--- src/rtl/psq_pkg.sv ---
package psq_pkg;

  // register offsets
  localparam int unsigned OFS_UP_SEL   = 32'h0C;
  localparam int unsigned OFS_DN_SEL   = 32'h10;
  localparam int unsigned OFS_ORD_BASE = 32'h18;
  localparam int unsigned OFS_TRIGGER  = 32'h44;
  localparam int unsigned OFS_MASK     = 32'h48;
  localparam int unsigned OFS_STATE    = 32'h80;
  localparam int unsigned OFS_ST_ALIAS = 32'h88;
  localparam int unsigned OFS_STATUS   = 32'h8C;

  // trigger key words
  localparam logic [7:0] KEY_OPEN   = 8'hFF;
  localparam logic [7:0] KEY_UP_A   = 8'h05;
  localparam logic [7:0] KEY_UP_B   = 8'h50;
  localparam logic [7:0] KEY_DN_A   = 8'h0A;
  localparam logic [7:0] KEY_DN_B   = 8'hA0;

  // status bit positions
  localparam int unsigned STB_DONE  = 0;
  localparam int unsigned STB_BAD2  = 2;
  localparam int unsigned STB_BAD3  = 3;
  localparam int unsigned STATUS_W  = 9;

  typedef enum logic [1:0] {K_IDLE, K_OPEN, K_UP, K_DN} key_st_t;
  typedef enum logic [1:0] {S_IDLE, S_PICK, S_WAIT}     step_st_t;

  // number of domains whose field pair fits in one 32-bit word
  function automatic int unsigned per_word(input int unsigned ordw);
    return 32 / (2 * ordw);
  endfunction

  // lsb of a domain's order field inside its word (down field first)
  function automatic int unsigned field_lsb(input int unsigned d,
                                            input bit up,
                                            input int unsigned ordw);
    return ((d % per_word(ordw)) * 2 + (up ? 1 : 0)) * ordw;
  endfunction

  // byte offset of the order word that holds domain d
  function automatic int unsigned ord_ofs(input int unsigned d,
                                          input int unsigned ordw);
    return OFS_ORD_BASE + 4 * (d / per_word(ordw));
  endfunction

endpackage

--- src/rtl/psq_key_fsm.sv ---
module psq_key_fsm
  import psq_pkg::*;
(
  input  logic       clk,
  input  logic       rst_n,
  input  logic       key_we,
  input  logic [7:0] key_val,
  input  logic       busy,
  output logic       go_up,
  output logic       go_dn,
  output logic       bad_second,
  output logic       bad_third
);

  key_st_t st;

  always_ff @(posedge clk or negedge rst_n) begin
    if (!rst_n) begin
      st         <= K_IDLE;
      go_up      <= 1'b0;
      go_dn      <= 1'b0;
      bad_second <= 1'b0;
      bad_third  <= 1'b0;
    end else begin
      go_up      <= 1'b0;
      go_dn      <= 1'b0;
      bad_second <= 1'b0;
      bad_third  <= 1'b0;
      if (key_we && !busy) begin
        if (key_val == KEY_OPEN) begin
          st <= K_OPEN;
        end else begin
          unique case (st)
            K_IDLE: st <= K_IDLE;
            K_OPEN: begin
              if (key_val == KEY_UP_A)      st <= K_UP;
              else if (key_val == KEY_DN_A) st <= K_DN;
              else begin
                st         <= K_IDLE;
                bad_second <= 1'b1;
              end
            end
            K_UP: begin
              st <= K_IDLE;
              if (key_val == KEY_UP_B) go_up     <= 1'b1;
              else                     bad_third <= 1'b1;
            end
            K_DN: begin
              st <= K_IDLE;
              if (key_val == KEY_DN_B) go_dn     <= 1'b1;
              else                     bad_third <= 1'b1;
            end
            default: st <= K_IDLE;
          endcase
        end
      end
    end
  end

  AST_COMMIT_WHEN_IDLE: assert property (@(posedge clk) disable iff (!rst_n)
    (go_up || go_dn) |-> !busy);

endmodule

--- src/rtl/psq_picker.sv ---
module psq_picker #(
  parameter int unsigned NDOM  = 8,
  parameter int unsigned ORD_W = 5,
  localparam int unsigned IW   = (NDOM > 1) ? $clog2(NDOM) : 1
) (
  input  logic [NDOM-1:0]             pend,
  input  logic [NDOM-1:0][ORD_W-1:0]  ord,
  output logic [IW-1:0]               pick_idx,
  output logic                        pick_vld
);

  logic [ORD_W-1:0] best_ord;

  // strict less-than keeps the lower index on ties
  always_comb begin
    best_ord = '1;
    pick_idx = '0;
    pick_vld = 1'b0;
    for (int d = 0; d < NDOM; d++) begin
      if (pend[d] && (!pick_vld || (ord[d] < best_ord))) begin
        pick_vld = 1'b1;
        best_ord = ord[d];
        pick_idx = IW'(d);
      end
    end
  end

endmodule

--- src/rtl/psq_stepper.sv ---
module psq_stepper
  import psq_pkg::*;
#(
  parameter int unsigned   NDOM    = 8,
  parameter int unsigned   ORD_W   = 5,
  parameter logic [NDOM-1:0] AON   = 8'h03,
  localparam int unsigned  IW      = (NDOM > 1) ? $clog2(NDOM) : 1
) (
  input  logic                       clk,
  input  logic                       rst_n,
  input  logic                       go_up,
  input  logic                       go_dn,
  input  logic [NDOM-1:0]            up_sel,
  input  logic [NDOM-1:0]            dn_sel,
  input  logic [NDOM-1:0][ORD_W-1:0] ord_up,
  input  logic [NDOM-1:0][ORD_W-1:0] ord_dn,
  input  logic [NDOM-1:0]            pwr_ack,
  output logic [NDOM-1:0]            pwr_en,
  output logic [NDOM-1:0]            dom_on,
  output logic                       busy,
  output logic                       seq_done,
  output logic [NDOM-1:0]            clr_up,
  output logic [NDOM-1:0]            clr_dn
);

  step_st_t                   st;
  logic                       dir_up;
  logic [NDOM-1:0]            pend;
  logic [NDOM-1:0]            snap;
  logic [IW-1:0]              cur;
  logic [NDOM-1:0][ORD_W-1:0] ord_act;
  logic [IW-1:0]              pick_idx;
  logic                       pick_vld;
  logic                       ack_ok;

  assign ord_act = dir_up ? ord_up : ord_dn;

  psq_picker #(.NDOM(NDOM), .ORD_W(ORD_W)) u_pick (
    .pend     (pend),
    .ord      (ord_act),
    .pick_idx (pick_idx),
    .pick_vld (pick_vld)
  );

  assign busy     = (st != S_IDLE);
  assign ack_ok   = (pwr_ack[cur] == dir_up);
  assign seq_done = (st == S_PICK) && !pick_vld;
  assign clr_up   = (seq_done &&  dir_up) ? snap : '0;
  assign clr_dn   = (seq_done && !dir_up) ? snap : '0;

  always_ff @(posedge clk or negedge rst_n) begin
    if (!rst_n) begin
      st     <= S_IDLE;
      dir_up <= 1'b0;
      pend   <= '0;
      snap   <= '0;
      cur    <= '0;
      pwr_en <= AON;
      dom_on <= AON;
    end else begin
      unique case (st)
        S_IDLE: begin
          if (go_up) begin
            dir_up <= 1'b1;
            snap   <= up_sel;
            pend   <= up_sel & ~dom_on;
            st     <= S_PICK;
          end else if (go_dn) begin
            dir_up <= 1'b0;
            snap   <= dn_sel;
            pend   <= dn_sel & dom_on & ~AON;
            st     <= S_PICK;
          end
        end
        S_PICK: begin
          if (pick_vld) begin
            cur              <= pick_idx;
            pwr_en[pick_idx] <= dir_up;
            st               <= S_WAIT;
          end else begin
            st <= S_IDLE;
          end
        end
        S_WAIT: begin
          if (ack_ok) begin
            dom_on[cur] <= dir_up;
            pend[cur]   <= 1'b0;
            st          <= S_PICK;
          end
        end
        default: st <= S_IDLE;
      endcase
    end
  end

  AST_ONE_AT_A_TIME: assert property (@(posedge clk) disable iff (!rst_n)
    $countones(pwr_en ^ $past(pwr_en)) <= 1);

  AST_STATE_AFTER_ACK: assert property (@(posedge clk) disable iff (!rst_n)
    (dom_on != $past(dom_on)) |-> (((dom_on ^ $past(dom_on)) & ($past(pwr_ack) ^ dom_on)) == '0));

endmodule

--- src/rtl/pwr_seq_ctrl.sv ---
module pwr_seq_ctrl
  import psq_pkg::*;
#(
  parameter int unsigned     NDOM  = 8,
  parameter int unsigned     ORD_W = 5,
  parameter int unsigned     AW    = 8,
  parameter logic [NDOM-1:0] AON   = 8'h03
) (
  input  logic            clk,
  input  logic            rst_n,
  input  logic            bus_we,
  input  logic [AW-1:0]   bus_addr,
  input  logic [31:0]     bus_wdata,
  output logic [31:0]     bus_rdata,
  output logic [NDOM-1:0] pwr_en,
  input  logic [NDOM-1:0] pwr_ack,
  output logic            irq
);

  localparam int unsigned PER      = per_word(ORD_W);
  localparam int unsigned NREG     = (NDOM + PER - 1) / PER;
  localparam int unsigned USED     = PER * 2 * ORD_W;
  localparam logic [31:0] ORD_MASK = 32'((64'd1 << USED) - 64'd1);
  localparam logic [STATUS_W-1:0] LIVE_BITS =
    STATUS_W'((1 << STB_DONE) | (1 << STB_BAD2) | (1 << STB_BAD3));

  logic [NDOM-1:0]            up_sel, dn_sel;
  logic [NREG-1:0][31:0]      ord_word;
  logic [STATUS_W-1:0]        st_mask, status;
  logic [NDOM-1:0][ORD_W-1:0] ord_up, ord_dn;
  logic [NDOM-1:0]            dom_on, clr_up, clr_dn;
  logic                       busy, seq_done;
  logic                       go_up, go_dn, bad_second, bad_third;
  logic                       wr_up, wr_dn, wr_trig, wr_mask, wr_clr;
  logic [STATUS_W-1:0]        st_set, st_clr;

  assign wr_up   = bus_we && (bus_addr == AW'(OFS_UP_SEL));
  assign wr_dn   = bus_we && (bus_addr == AW'(OFS_DN_SEL));
  assign wr_trig = bus_we && (bus_addr == AW'(OFS_TRIGGER));
  assign wr_mask = bus_we && (bus_addr == AW'(OFS_MASK));
  assign wr_clr  = bus_we && ((bus_addr == AW'(OFS_STATUS)) ||
                              (bus_addr == AW'(OFS_ST_ALIAS)));

  // order fields pulled out of the packed words
  for (genvar d = 0; d < NDOM; d++) begin : g_fld
    localparam int unsigned WI  = d / PER;
    localparam int unsigned LUP = field_lsb(d, 1'b1, ORD_W);
    localparam int unsigned LDN = field_lsb(d, 1'b0, ORD_W);
    assign ord_up[d] = ord_word[WI][LUP +: ORD_W];
    assign ord_dn[d] = ord_word[WI][LDN +: ORD_W];
  end

  for (genvar i = 0; i < NREG; i++) begin : g_ord
    localparam logic [AW-1:0] OFS = AW'(OFS_ORD_BASE + 4 * i);
    always_ff @(posedge clk or negedge rst_n) begin
      if (!rst_n)                         ord_word[i] <= '0;
      else if (bus_we && bus_addr == OFS) ord_word[i] <= bus_wdata & ORD_MASK;
    end
  end

  psq_key_fsm u_key (
    .clk        (clk),
    .rst_n      (rst_n),
    .key_we     (wr_trig),
    .key_val    (bus_wdata[7:0]),
    .busy       (busy),
    .go_up      (go_up),
    .go_dn      (go_dn),
    .bad_second (bad_second),
    .bad_third  (bad_third)
  );

  psq_stepper #(.NDOM(NDOM), .ORD_W(ORD_W), .AON(AON)) u_step (
    .clk      (clk),
    .rst_n    (rst_n),
    .go_up    (go_up),
    .go_dn    (go_dn),
    .up_sel   (up_sel),
    .dn_sel   (dn_sel),
    .ord_up   (ord_up),
    .ord_dn   (ord_dn),
    .pwr_ack  (pwr_ack),
    .pwr_en   (pwr_en),
    .dom_on   (dom_on),
    .busy     (busy),
    .seq_done (seq_done),
    .clr_up   (clr_up),
    .clr_dn   (clr_dn)
  );

  always_comb begin
    st_set           = '0;
    st_set[STB_DONE] = seq_done;
    st_set[STB_BAD2] = bad_second;
    st_set[STB_BAD3] = bad_third;
    st_clr           = wr_clr ? bus_wdata[STATUS_W-1:0] : '0;
  end

  always_ff @(posedge clk or negedge rst_n) begin
    if (!rst_n) begin
      up_sel  <= '0;
      dn_sel  <= '0;
      st_mask <= '1;
      status  <= '0;
    end else begin
      up_sel <= (wr_up ? bus_wdata[NDOM-1:0] : up_sel) & ~clr_up;
      dn_sel <= (wr_dn ? bus_wdata[NDOM-1:0] : dn_sel) & ~clr_dn;
      if (wr_mask) st_mask <= bus_wdata[STATUS_W-1:0];
      status <= ((status & ~st_clr) | st_set) & LIVE_BITS;
    end
  end

  assign irq = |(status & ~st_mask);

  always_comb begin
    bus_rdata = '0;
    for (int i = 0; i < NREG; i++) begin
      if (bus_addr == AW'(OFS_ORD_BASE + 4 * i)) bus_rdata = ord_word[i];
    end
    if (bus_addr == AW'(OFS_UP_SEL))   bus_rdata = 32'(up_sel);
    if (bus_addr == AW'(OFS_DN_SEL))   bus_rdata = 32'(dn_sel);
    if (bus_addr == AW'(OFS_MASK))     bus_rdata = 32'(st_mask);
    if (bus_addr == AW'(OFS_STATE))    bus_rdata = 32'(dom_on);
    if (bus_addr == AW'(OFS_STATUS) ||
        bus_addr == AW'(OFS_ST_ALIAS)) bus_rdata = 32'(status);
  end

  AST_AON_HELD: assert property (@(posedge clk) disable iff (!rst_n)
    (pwr_en & AON) == AON);

  AST_DONE_AFTER_RUN: assert property (@(posedge clk) disable iff (!rst_n)
    $rose(status[STB_DONE]) |-> $past(busy));

  AST_BADKEY_NO_SWITCH: assert property (@(posedge clk) disable iff (!rst_n)
    (bad_second || bad_third) |=> $stable(dom_on));

endmodule

--- config.mk ---
export PLATFORM = sky130hd
export DESIGN_NAME = pwr_seq_ctrl
export DESIGN_NICKNAME = d
export VERILOG_FILES = /design/src/rtl/psq_pkg.sv /design/src/rtl/psq_key_fsm.sv /design/src/rtl/psq_picker.sv /design/src/rtl/psq_stepper.sv /design/src/rtl/pwr_seq_ctrl.sv
export SDC_FILE = /design/constraint.sdc
export NUM_CORES = 1
export LEC_CHECK = 0
export BUFFER_PORTS_ARGS = -buffer_cell sky130_fd_sc_hd__buf_2
export CAP_MARGIN = 10
export CORE_UTILIZATION = 54
export CTS_BUF_LIST = sky130_fd_sc_hd__clkbuf_16
export CTS_CLUSTER_SIZE = 20
export DETAILED_ROUTE_END_ITERATION = 10
export GPL_ROUTABILITY_DRIVEN = 0
export PLACE_DENSITY = 0.75
export SLEW_MARGIN = 40
export SYNTH_ARGS = -nofsm -noshare
export SYNTH_HDL_FRONTEND = slang
export SYNTH_SLANG_ARGS = --single-unit
--- constraint.sdc ---
create_clock -name clk -period 16.67 [get_ports clk]
set_input_delay 0 -clock clk [delete_from_list [all_inputs] [get_ports clk]]
set_output_delay 0 -clock clk [all_outputs]
set_load 0.05 [all_outputs]
==> metrics.txt <==
Die Height=around 130 um; Flop pwr share=~28%; Final period util=between 80% and 90%; most frequent cells after synthesis=149 x dfrtp_1, 143 x mux2_2, 68 x nand2_1, 46 x inv_1, 46 x nor2_1; Crit Path Class=reg2reg; M3 GR Usage=around 4.5%; CTS root buf=clkbuf_16; total CTS buffers=17; die area=between 15000 and 20000 sq um; most used cell, CP=a21o_1; RSZ-0062 raised after global routing=false; die width=133.9 um; post-synthesis cell area=~9400 sq um; Cell Pwr Density=between 100 and 150 nW/um^2; worst-path fanout max=26; residual DRC count=0; startpoint types=register; Final Critical Period=14420 ps; max_cap viols=0; sequential area share after synthesis=~43%; vias in the first global route=7409; yosys warns=0; Non-Filler Instances=1220; gr usage total=28.24%; vias after detailed routing=roughly 7.6k; Vias/cell=6.222; clk_skew=6.353 ps; Slew Limit Fails=0; CTS tree=yes; Post-synth EDFFs=0; Max IR drop VDD=~110 uV; clock power share=between 20 and 25%; grt met1 use=around 39%; CTS H-tree depth=4; GRT Max-Usage Layer=met2; Max Root-Sink Buffers=2; post-CTS setup repair buffer count=0; share of Yosys cell area claimed by the top area cell type=a little under 40%; synth unique cells=76; # fillers=about 1.3k; total gr overflow=0; Initial Utilization=a little under three fifths; leak pwr=~5.5 nW; asr flop ratio synth=100.0%; drt first pass iters=7; Slew @ Worst Pin=around 800 ps; ant diodes=0; relative slew slack=46.56%; flop and latch count out of synthesis=about 160; Clock transition at path regs=approximately 60 ps; Switch Pwr=~640 uW; largest cells by area after synthesis=dfrtp_1 40%, mux2_2 17%, mux2i_1 4.8%, ha_1 3.7%, dfstp_2 3.6%; DP Cell Count=around 1.2k; setup total negative slack=0 ps; IO Pins=between 90 and 100; met2 Resource Use GR=~45%; Cells after Synth=883; Max Clk Rate=69.37 MHz; share of cells above drive strength 1=a little under a third; P&R area growth vs syn=16.23%; ys flop type=dfrtp_1; Net count, final=about 1.1k; Slowest-stage cell, CP=dfrtp_2; switching share of total power=between 40% and 50%; CTS sink count=162; Worst path max stage delay=790 ps; Hold Crit Class=in2reg; crit end category=register; cell accounting for the most synthesized area=dfrtp_1; first-pass GRT wire length=just under 40000 um; wire per inst=between 20 and 25 um; Core ar.=roughly 17000 sq um; dominant cell by count in the synthesized netlist=dfrtp_1; Worst EP arrival=~15000 ps; number of hold violations in the final report=0; Int Pwr=approximately 950 uW; status=finished clean; Post-Route WL=around 24000 um; row count=47; Mapped Avg Cell Area=10.64 sq um; CTS resizes=0; largest net degree at the start of global routing=92; initial antenna violation count=0; Comb pwr share=around 49%; port buffer count=between 80 and 90; DP HPWL=about 17000 um; clk_lat worst skew=between 400 and 500 ps; count of final setup violators=0; Crit path required time=16980 ps; Detailed Route Iter0 Violations=just under 800; Final ANT Viol Nets=0
power by group through the flow:
stage / combinational [mW] / sequential (mW) / clock [mW]
floorplan: 0.625 / 0.441 / 0
global placement: 0.744 / 0.458 / 0
detailed placement: 0.759 / 0.460 / 0
CTS: 0.772 / 0.453 / 0.360
global route: 0.865 / 0.458 / 0.380
finish: 0.782 / 0.455 / 0.357
worst paths after layout:
| kind | startpoint | end | slack (ps) | cells past startpoint |
|---|---|---|---|---|
| setup / recovery | u_step.dir_up$_DFFE_PN0P_ | u_step.pwr_en[3]$_DFFE_PN0P_ | 2250 | 57 |
| hold / removal | bus_addr[0] | u_key.st[1]$_DFFE_PN0P_ | 20 | 4 |
| setup reg to reg | u_step.dir_up$_DFFE_PN0P_ | u_step.pwr_en[3]$_DFFE_PN0P_ | 2250 | 57 |
| hold reg to reg | u_key.bad_second$_DFF_PN0_ | status[2]$_DFF_PN0_ | 430 | 1 |
| max in group asynchronous | rst_n | u_step.dir_up$_DFFE_PN0P_ | 15380 | 3 |
| min in group asynchronous | rst_n | ord_up[38]$_DFFE_PN0P_ | 160 | 2 |
placed cells by master (no fill, tap or decap), drive strengths merged, types with 26 or more instances in the layout:
cell	Yosys	layout
ha	28	28
nor2	47	47
nand2	68	68
a21oi	44	44
a222oi	26	26
mux2	147	147
dlygate4sd3	0	36
mux2i	45	45
buf	11	97
inv	46	49
dfrtp	149	149
logic make-up after synthesis:
| family | after synthesis | synth area share (%) |
|---|---|---|
| DFF | 162 | 43.30 |
| and+or+nand+nor | 215 | 11.18 |
| adders and majority gates | 28 | 3.727 |
| xor gates and xnor gates | 1 | 0.09320 |
| AOI/OAI and AO/OA | 188 | 15.22 |
| muxes | 192 | 22.40 |
| buffers and inverters | 96 | 4.034 |
| other | 1 | 0.03990 |
state kept, by name, indices dropped and copies added (netlist names):
name / count
ord_dn: 40
ord_up: 40
ord_word: 10
st_mask: 9
dn_sel: 8
u_step.dom_on: 8
u_step.pend: 8
u_step.pwr_en: 8
u_step.snap: 8
up_sel: 8
status: 3
u_step.cur: 3
u_key.st: 2
u_step.st: 2
u_key.bad_second: 1
u_key.bad_third: 1
u_key.go_dn: 1
u_key.go_up: 1
u_step.dir_up: 1
stage by stage:
step | utilization, % | setup slack [ps] | power, mW | hold slack (ps) | cell area (sq um)
3_3_place_gp | 59.81 | 2768 | 1.203 | 119.2 | 10020
2_1_floorplan | - | 4493 | 1.066 | -295.6 | 9403
3_5_place_dp | 59.87 | 2594 | 1.219 | 119.6 | 10030
4_1_cts | 65.17 | 2516 | 1.585 | 2.274 | 10920
5_1_grt | 65.18 | 1338 | 1.703 | 43.31 | 10920
6_report | 65.18 | 2255 | 1.594 | 23.46 | 10920
worst max-delay path, delay by kind of cell (launching register included):
| kind | cells | cell delay [ps] |
|---|---|---|
| buf+inv | 5 | 710 |
| flops | 1 | 790 |
| mux | 5 | 1750 |
| simple gates | 10 | 2100 |
| fa+ha+maj | 7 | 2010 |
| compound gates | 30 | 6930 |
cell type report:
cell class	count	area [sq um]	share of cell area (%)
Multi-Input combinational cell	626	4985	45.63
Sequential cell	162	4073	37.28
Timing Repair Buffer	134	890.9	8.155
Clock buffer	17	425.4	3.894
Tap cell	220	275.3	2.520
Inverter	46	172.7	1.581
Clock inverter	15	102.6	0.9392
routing by layer:
metal,vias up,wire (um)
met3,41,1516
met4,0,572
met2,305,11530
li1,3480,-
met1,3765,10830
met5,-,0
timing repair:
item                                    4_1_cts  5_1_grt
endpoints found under the setup margin        0        0
hold endpoints to repair                    185        0
hold buffers                                 36        0
No activity file was read; power rests on OpenSTA's default activity.
